===== src/rtl/mpf_pkg.sv =====
// Package: shared helpers for the motor pulse former.
// Assumes all durations are expressed in 32768 Hz enable ticks.
package mpf_pkg;

    // Legality rule for a period against the pulse width.
    function automatic bit mpf_cfg_legal(input int period_ticks, input int pulse_ticks);
        return (pulse_ticks >= 1) &&
               ((period_ticks >= 4 * pulse_ticks) || (period_ticks == 2 * pulse_ticks));
    endfunction

    // Larger of two tick counts, used to size the phase counter.
    function automatic int mpf_max(input int a, input int b);
        return (a > b) ? a : b;
    endfunction

endpackage


===== src/rtl/mpf_phase_counter.sv =====
// Module: mpf_phase_counter
// Counts enable ticks across one motor period and frames the pulse window.
// The counter value 0 means "next tick opens a pulse". The period length for
// the upcoming period is latched from test_mode on that opening tick.
// Assumes PULSE_TICKS < both period lengths (guaranteed by the top's check).
module mpf_phase_counter
    import mpf_pkg::*;
#(
    parameter int PERIOD_TICKS      = 65536,
    parameter int PULSE_TICKS       = 768,
    parameter int TEST_PERIOD_TICKS = 8192
) (
    input  logic clk,
    input  logic rst_n,
    input  logic tick_en,
    input  logic test_mode,
    output logic pulse_on,
    output logic pulse_start,
    output logic pulse_end_evt
);
    localparam int MAX_PERIOD = mpf_max(PERIOD_TICKS, TEST_PERIOD_TICKS);
    localparam int CNT_W      = (MAX_PERIOD > 2) ? $clog2(MAX_PERIOD) : 1;
    localparam logic [CNT_W-1:0] NORM_LAST = CNT_W'(PERIOD_TICKS - 1);
    localparam logic [CNT_W-1:0] TEST_LAST = CNT_W'(TEST_PERIOD_TICKS - 1);
    localparam logic [CNT_W-1:0] PULSE_END = CNT_W'(PULSE_TICKS);

    logic [CNT_W-1:0] phase_cnt;
    logic             use_test;
    logic [CNT_W-1:0] cur_last;
    logic             at_open;
    logic             at_close;
    logic             at_wrap;

    // Decode the boundaries of the current period and pulse.
    always_comb begin
        cur_last = use_test ? TEST_LAST : NORM_LAST;
        at_open  = tick_en && (phase_cnt == '0);
        at_close = tick_en && (phase_cnt == PULSE_END);
        at_wrap  = tick_en && (phase_cnt == cur_last);
    end

    // Advance the phase counter and latch the mode at each pulse opening.
    always_ff @(posedge clk) begin
        if (!rst_n) begin
            phase_cnt <= '0;
            use_test  <= 1'b0;
        end else begin
            if (tick_en) begin
                phase_cnt <= at_wrap ? '0 : phase_cnt + 1'b1;
            end
            if (at_open) begin
                use_test <= test_mode;
            end
        end
    end

    // Hold the pulse window and the opening strobe.
    always_ff @(posedge clk) begin
        if (!rst_n) begin
            pulse_on    <= 1'b0;
            pulse_start <= 1'b0;
        end else begin
            pulse_start <= at_open;
            if (at_open) begin
                pulse_on <= 1'b1;
            end else if (at_close) begin
                pulse_on <= 1'b0;
            end
        end
    end

    assign pulse_end_evt = at_close;

    // the counter never runs past the last phase of the selected period.
    assert_phase_bound_R8: assert property (@(posedge clk) disable iff (!rst_n)
        phase_cnt <= cur_last);

    // without a tick the phase and the pulse window stay frozen.
    assert_hold_without_tick_R2: assert property (@(posedge clk) disable iff (!rst_n)
        !tick_en |=> ($stable(phase_cnt) && $stable(pulse_on) && !pulse_start));

endmodule


===== src/rtl/mpf_polarity.sv =====
// Module: mpf_polarity
// Remembers which terminal carries the next pulse. It flips when a pulse
// closes, so consecutive pulses use opposite terminals.
// Assumes close events arrive only while a pulse is active.
module mpf_polarity (
    input  logic clk,
    input  logic rst_n,
    input  logic pulse_end_evt,
    output logic use_b
);
    // Toggle the terminal selection at the close of every pulse.
    always_ff @(posedge clk) begin
        if (!rst_n) begin
            use_b <= 1'b0;
        end else if (pulse_end_evt) begin
            use_b <= ~use_b;
        end
    end
endmodule


===== src/rtl/mpf_drive_stage.sv =====
// Module: mpf_drive_stage
// Maps the pulse window and polarity onto the two terminal levels.
// Outside a pulse both terminals are low.
// Assumes the polarity changes only while the pulse window is closed.
module mpf_drive_stage (
    input  logic pulse_on,
    input  logic use_b,
    output logic drive_a,
    output logic drive_b
);
    // Steer the active level to one terminal.
    always_comb begin
        drive_a = pulse_on && !use_b;
        drive_b = pulse_on &&  use_b;
    end
endmodule


===== src/rtl/motor_pulse_former.sv =====
// Module: motor_pulse_former (top)
// Generates alternating-polarity pulses for a two-terminal stepping motor.
// Timing is counted in 32768 Hz enable ticks. The test mode replaces the
// period at the next boundary, and the width stays the same.
// Assumes tick_en is a single-cycle enable and rst_n is synchronous.
module motor_pulse_former
    import mpf_pkg::*;
#(
    parameter int PERIOD_TICKS      = 65536,
    parameter int PULSE_TICKS       = 768,
    parameter int TEST_PERIOD_TICKS = 8192
) (
    input  logic clk,
    input  logic rst_n,
    input  logic tick_en,
    input  logic test_mode,
    output logic drive_a,
    output logic drive_b,
    output logic pulse_start
);
    // reject period/width combinations outside the allowed ratios.
    if (!mpf_cfg_legal(PERIOD_TICKS, PULSE_TICKS)) begin : g_bad_norm_R10
        $error("normal period %0d ticks illegal for pulse %0d ticks", PERIOD_TICKS, PULSE_TICKS);
    end
    if (!mpf_cfg_legal(TEST_PERIOD_TICKS, PULSE_TICKS)) begin : g_bad_test_R10
        $error("test period %0d ticks illegal for pulse %0d ticks", TEST_PERIOD_TICKS, PULSE_TICKS);
    end

    logic pulse_on;
    logic pulse_end_evt;
    logic use_b;

    mpf_phase_counter #(
        .PERIOD_TICKS      (PERIOD_TICKS),
        .PULSE_TICKS       (PULSE_TICKS),
        .TEST_PERIOD_TICKS (TEST_PERIOD_TICKS)
    ) u_phase (
        .clk           (clk),
        .rst_n         (rst_n),
        .tick_en       (tick_en),
        .test_mode     (test_mode),
        .pulse_on      (pulse_on),
        .pulse_start   (pulse_start),
        .pulse_end_evt (pulse_end_evt)
    );

    mpf_polarity u_pol (
        .clk           (clk),
        .rst_n         (rst_n),
        .pulse_end_evt (pulse_end_evt),
        .use_b         (use_b)
    );

    mpf_drive_stage u_drive (
        .pulse_on (pulse_on),
        .use_b    (use_b),
        .drive_a  (drive_a),
        .drive_b  (drive_b)
    );

    // each closed pulse hands the next one to the other terminal.
    assert_alternate_R6: assert property (@(posedge clk) disable iff (!rst_n)
        $fell(pulse_on) |-> (use_b != $past(use_b)));

    // a pulse window opens only together with the strobe.
    assert_open_strobe_R9: assert property (@(posedge clk) disable iff (!rst_n)
        $rose(pulse_on) |-> pulse_start);

    // the strobe lasts a single cycle.
    assert_strobe_single_R9: assert property (@(posedge clk) disable iff (!rst_n)
        pulse_start |=> !pulse_start);

    // a new pulse starts only from the idle state with both terminals low.
    assert_start_from_idle_R5: assert property (@(posedge clk) disable iff (!rst_n)
        pulse_start |-> $past(!drive_a && !drive_b));

    // a started pulse drives exactly one terminal.
    assert_one_hot_R6: assert property (@(posedge clk) disable iff (!rst_n)
        pulse_start |-> $countones({drive_a, drive_b}) == 1);

endmodule


===== config.mk =====
export PLATFORM = sky130hd
export DESIGN_NAME = motor_pulse_former
export DESIGN_NICKNAME = d
export VERILOG_FILES = /design/src/rtl/mpf_pkg.sv /design/src/rtl/mpf_phase_counter.sv /design/src/rtl/mpf_polarity.sv /design/src/rtl/mpf_drive_stage.sv /design/src/rtl/motor_pulse_former.sv
export SDC_FILE = /design/constraint.sdc
export NUM_CORES = 1
export LEC_CHECK = 0
export BUFFER_PORTS_ARGS = -buffer_cell sky130_fd_sc_hd__buf_2
export CORE_MARGIN = 8
export CORE_UTILIZATION = 50
export CTS_CLUSTER_DIAMETER = 60
export CTS_CLUSTER_SIZE = 14
export DETAILED_ROUTE_END_ITERATION = 7
export PLACE_DENSITY = 0.68
export SKIP_CTS_REPAIR_TIMING = 1
export SLEW_MARGIN = 5
export SYNTH_ARGS = -nofsm -noshare
export SYNTH_HDL_FRONTEND = slang
export SYNTH_SLANG_ARGS = --single-unit

===== constraint.sdc =====
create_clock -name clk -period 2.25 [get_ports clk]
set_input_delay 0.45 -clock clk [delete_from_list [all_inputs] [get_ports clk]]
set_output_delay 0.45 -clock clk [all_outputs]
set_load 0.005 [all_outputs]

==> flow_metrics.env <==
export IMPL_clkSinkCount=20
export IMPL_area_growth_syn_to_layout_pct=8.614
export IMPL_use_met3_pct=3.178
export IMPL_fin_setup_tns_ps=0
export IMPL_worstPathRequired_ps=2440
export IMPL_core_sq_um=1922
export IMPL_busiest_layer="met2"
export IMPL_syn_area_sq_um=1002
export IMPL_post_route_period_util_pct=82.99
export IMPL_numCtsBuffers=3
export IMPL_postSynth_asyncResetShare_pct=0
export IMPL_grt_use_met1_pct=13.01
export IMPL_fin_ws_ps=382.7
export IMPL_final_min_clock_period_ps=1867
export IMPL_crit_slowest_cell="dfxtp_1"
export IMPL_crit_type="flop to flop"
export IMPL_power_density_nw_per_um2=562.8
export IMPL_ys_seq_elements=20
export IMPL_synth_top_family_by_area="simple AND/OR/NAND/NOR gates"
export IMPL_finalHoldViolations=0
export IMPL_critPathCaptureType="flop"
export IMPL_grt_usage_pct=10.86
export IMPL_hpwlAfterDp_um=1401
export IMPL_power_uw=612.7
export IMPL_ctsHtreeMaxLevel=1
export IMPL_met2_usage_pct=17.04
export IMPL_clk_pin_slew_worst_paths_ps=110
export IMPL_syn_nets=120
export IMPL_start_util_pct=52.15
export IMPL_insertedDiodeCount=0
export IMPL_dpl_worst_slack_ps=421.8
export IMPL_synth_adder_area_share_pct=2.497
export IMPL_rows=16
export IMPL_wire_per_inst_um=11.95
export IMPL_drv_cap=0
export IMPL_ir_drop_mv=0.3730
export IMPL_status="completed"
export IMPL_cts_tree="done"
export IMPL_synthXorXnorAreaFrac_pct=10.49
export IMPL_r2r_slack_ps=380
export IMPL_synthFlopType="dfxtp_1"
export IMPL_syn_area_per_cell_sq_um=8.791
export IMPL_clock_root_buffer="clkbuf_4"
export IMPL_finClkSkew_ps=3.815
export IMPL_viasPerCell=5.430
export IMPL_drive_above_1_share_pct=14.75
export IMPL_cp_num_buf_inv=1
export IMPL_grt_pass1_wl_um=3049
export IMPL_syn_inst=114
export IMPL_r2r_start="u_phase.phase_cnt[4]"
export IMPL_hold_ws_ps=394.0
export IMPL_r2r_end="u_phase.phase_cnt[7]"
export IMPL_critPathLaunchType="flop"
export IMPL_drcViolationCount=0
export IMPL_chipWidth_um=60.77
export IMPL_vias=809
export IMPL_yosys_cell_types_count=34
export IMPL_synth_edf_count=0
export IMPL_crit_fanout=10
export IMPL_pin_count=7
export IMPL_globalplace_congestion=0.7897
export IMPL_synth_compound_area_share_pct=10.49
export IMPL_setup_viol=0
export IMPL_synth_simple_gate_area_share_pct=30.34
export IMPL_die_area_sq_um=3693
export IMPL_slew_headroom_pct=72.91
export IMPL_crit_chain="nand4_4 -> or2_4 -> o41ai_4 -> buf_4 -> nor2_1"
export IMPL_max_freq_ghz=0.5355
export IMPL_drtIter0Drc=14
export IMPL_grt_overflow=0
export IMPL_cp_top_family="simple AND/OR/NAND/NOR gates"
export IMPL_hp_class="input pin to flop"
export IMPL_worstRegToRegCells=5
export IMPL_grt_pass1_vias=711
export IMPL_ys_warn_count=0
export IMPL_hp_start="test_mode"
export IMPL_antenna_found_initial=0
export IMPL_p_leak_nw=0.3984
export IMPL_nets=129
export IMPL_clockBufferDepth=2
export IMPL_final_antenna_net_count=0
export IMPL_drv_slew=0
export IMPL_grt_max_degree=12
export IMPL_rsz0062_at_grt="false"
export IMPL_clk_latency_ps=290
export IMPL_worstMarginPinSlew_ps=405.0
export IMPL_die_h_um=60.77
export IMPL_drtPass1Iterations=4
export IMPL_critPathMaxStageDelay_ps=500
export IMPL_io_buffers=6
export IMPL_routed_wirelength_um=1781
export IMPL_holdPathStages=3
export IMPL_ys_seq_area_share_pct=39.95
export IMPL_hold_end="u_phase.use_test"
export IMPL_synthMuxAreaShare_pct=0
export IMPL_arrival_ps=2060
==> layout by cell type, fill, tap and decap left out, drive strengths merged, types with 2 or more instances in the layout <==
master	netlist	routed
a21oi	4	4
buf	3	8
clkbuf	1	4
dfxtp	20	20
ha	2	2
inv	9	9
nand2	9	9
nand3	5	5
nand4	6	6
nor2	14	14
nor3	4	4
nor4	6	6
o21ai	3	3
o31ai	2	2
o41ai	2	2
or3	3	3
xnor2	9	9
xor2	3	3
==> sequential cells by signal, summed over array words and instances (netlist names) <==
| name | count |
|---|---|
| u_phase.phase_cnt | 16 |
| u_phase.pulse_on | 1 |
| u_pol.use_b | 1 |
| u_phase.use_test | 1 |
| u_phase.pulse_start | 1 |
==> worst reg2reg max path: cells and delay by family, from the launching register on <==
family	cells	cell delay (ps)
buffers and inverters	1	240
AO/OA/AOI/OAI	1	460
flip-flops	1	500
AND/OR/NAND/NOR	3	580
==> area by class of cell <==
| cell class | count | area [sq um] |
|---|---|---|
| Inverter | 9 | 33.78 |
| Clock buffer | 4 | 36.28 |
| Tap cell | 27 | 33.78 |
| Multi-Input combinational cell | 81 | 539.3 |
| Fill cell | 181 | 833.3 |
| Timing Repair Buffer | 8 | 45.04 |
| Sequential cell | 20 | 400.4 |
==> cells in the mapped netlist (2+ instances only) <==
| cell type | number | area share (%) |
|---|---|---|
| a21oi_1 | 3 | 1.5 |
| dfxtp_1 | 20 | 40 |
| ha_1 | 2 | 2.5 |
| inv_1 | 9 | 3.4 |
| nand2_1 | 9 | 3.4 |
| nand3_1 | 5 | 2.5 |
| nand4_1 | 4 | 2.5 |
| nor2_1 | 14 | 5.2 |
| nor3_1 | 4 | 2.0 |
| nor4_1 | 6 | 3.7 |
| o21ai_0 | 3 | 1.5 |
| o31ai_1 | 2 | 1.5 |
| or3_1 | 2 | 1.2 |
| xnor2_1 | 9 | 7.9 |
| xor2_1 | 3 | 2.6 |
==> per-stage QoR <==
step,utilization (%),cell area [sq um],instances
floorplan,-,1002,114
global placement,54.75,1052,145
detailed placement,54.75,1052,145
global route,56.64,1089,149
CTS,56.64,1089,149
finish,56.64,1089,149
==> metal layers <==
metal  vias to the layer above  share of wire (%)
met1                       371                 49
met4                         0               0.56
li1                        419                  -
met5                         -                  0
met3                         2                4.5
met2                        17                 46
==> kinds of logic after synthesis <==
group,after synthesis
compound gates,13
fa+ha+maj,2
buf+inv,13
flops,20
simple gates,54
xor+xnor,12
==> power breakdown <==
part / internal [mW] / leakage [nW] / switching (mW)
Clock: 0.0985 / 0.0210 / 0.103
Combinational: 0.0187 / 0.215 / 0.0235
Sequential: 0.362 / 0.162 / 0.00714
Total: 0.479 / 0.398 / 0.134
==> how the worst max path moves through the flow <==
| stage | startpoint | to | slack, ps | cells past startpoint |
|---|---|---|---|---|
| finish | u_phase.phase_cnt[4] | u_phase.phase_cnt[7] | 380 | 5 |
| CTS | u_phase.phase_cnt[4] | u_phase.phase_cnt[7] | 390 | 5 |
| global route | u_phase.phase_cnt[4] | u_phase.phase_cnt[7] | 310 | 5 |
| detailed placement | u_phase.phase_cnt[4] | u_phase.phase_cnt[7] | 420 | 5 |
| floorplan | u_phase.phase_cnt[4] | u_phase.phase_cnt[9] | 680 | 6 |
| global placement | u_phase.phase_cnt[4] | u_phase.phase_cnt[11] | 440 | 5 |
(Power assumes the default switching activity.)
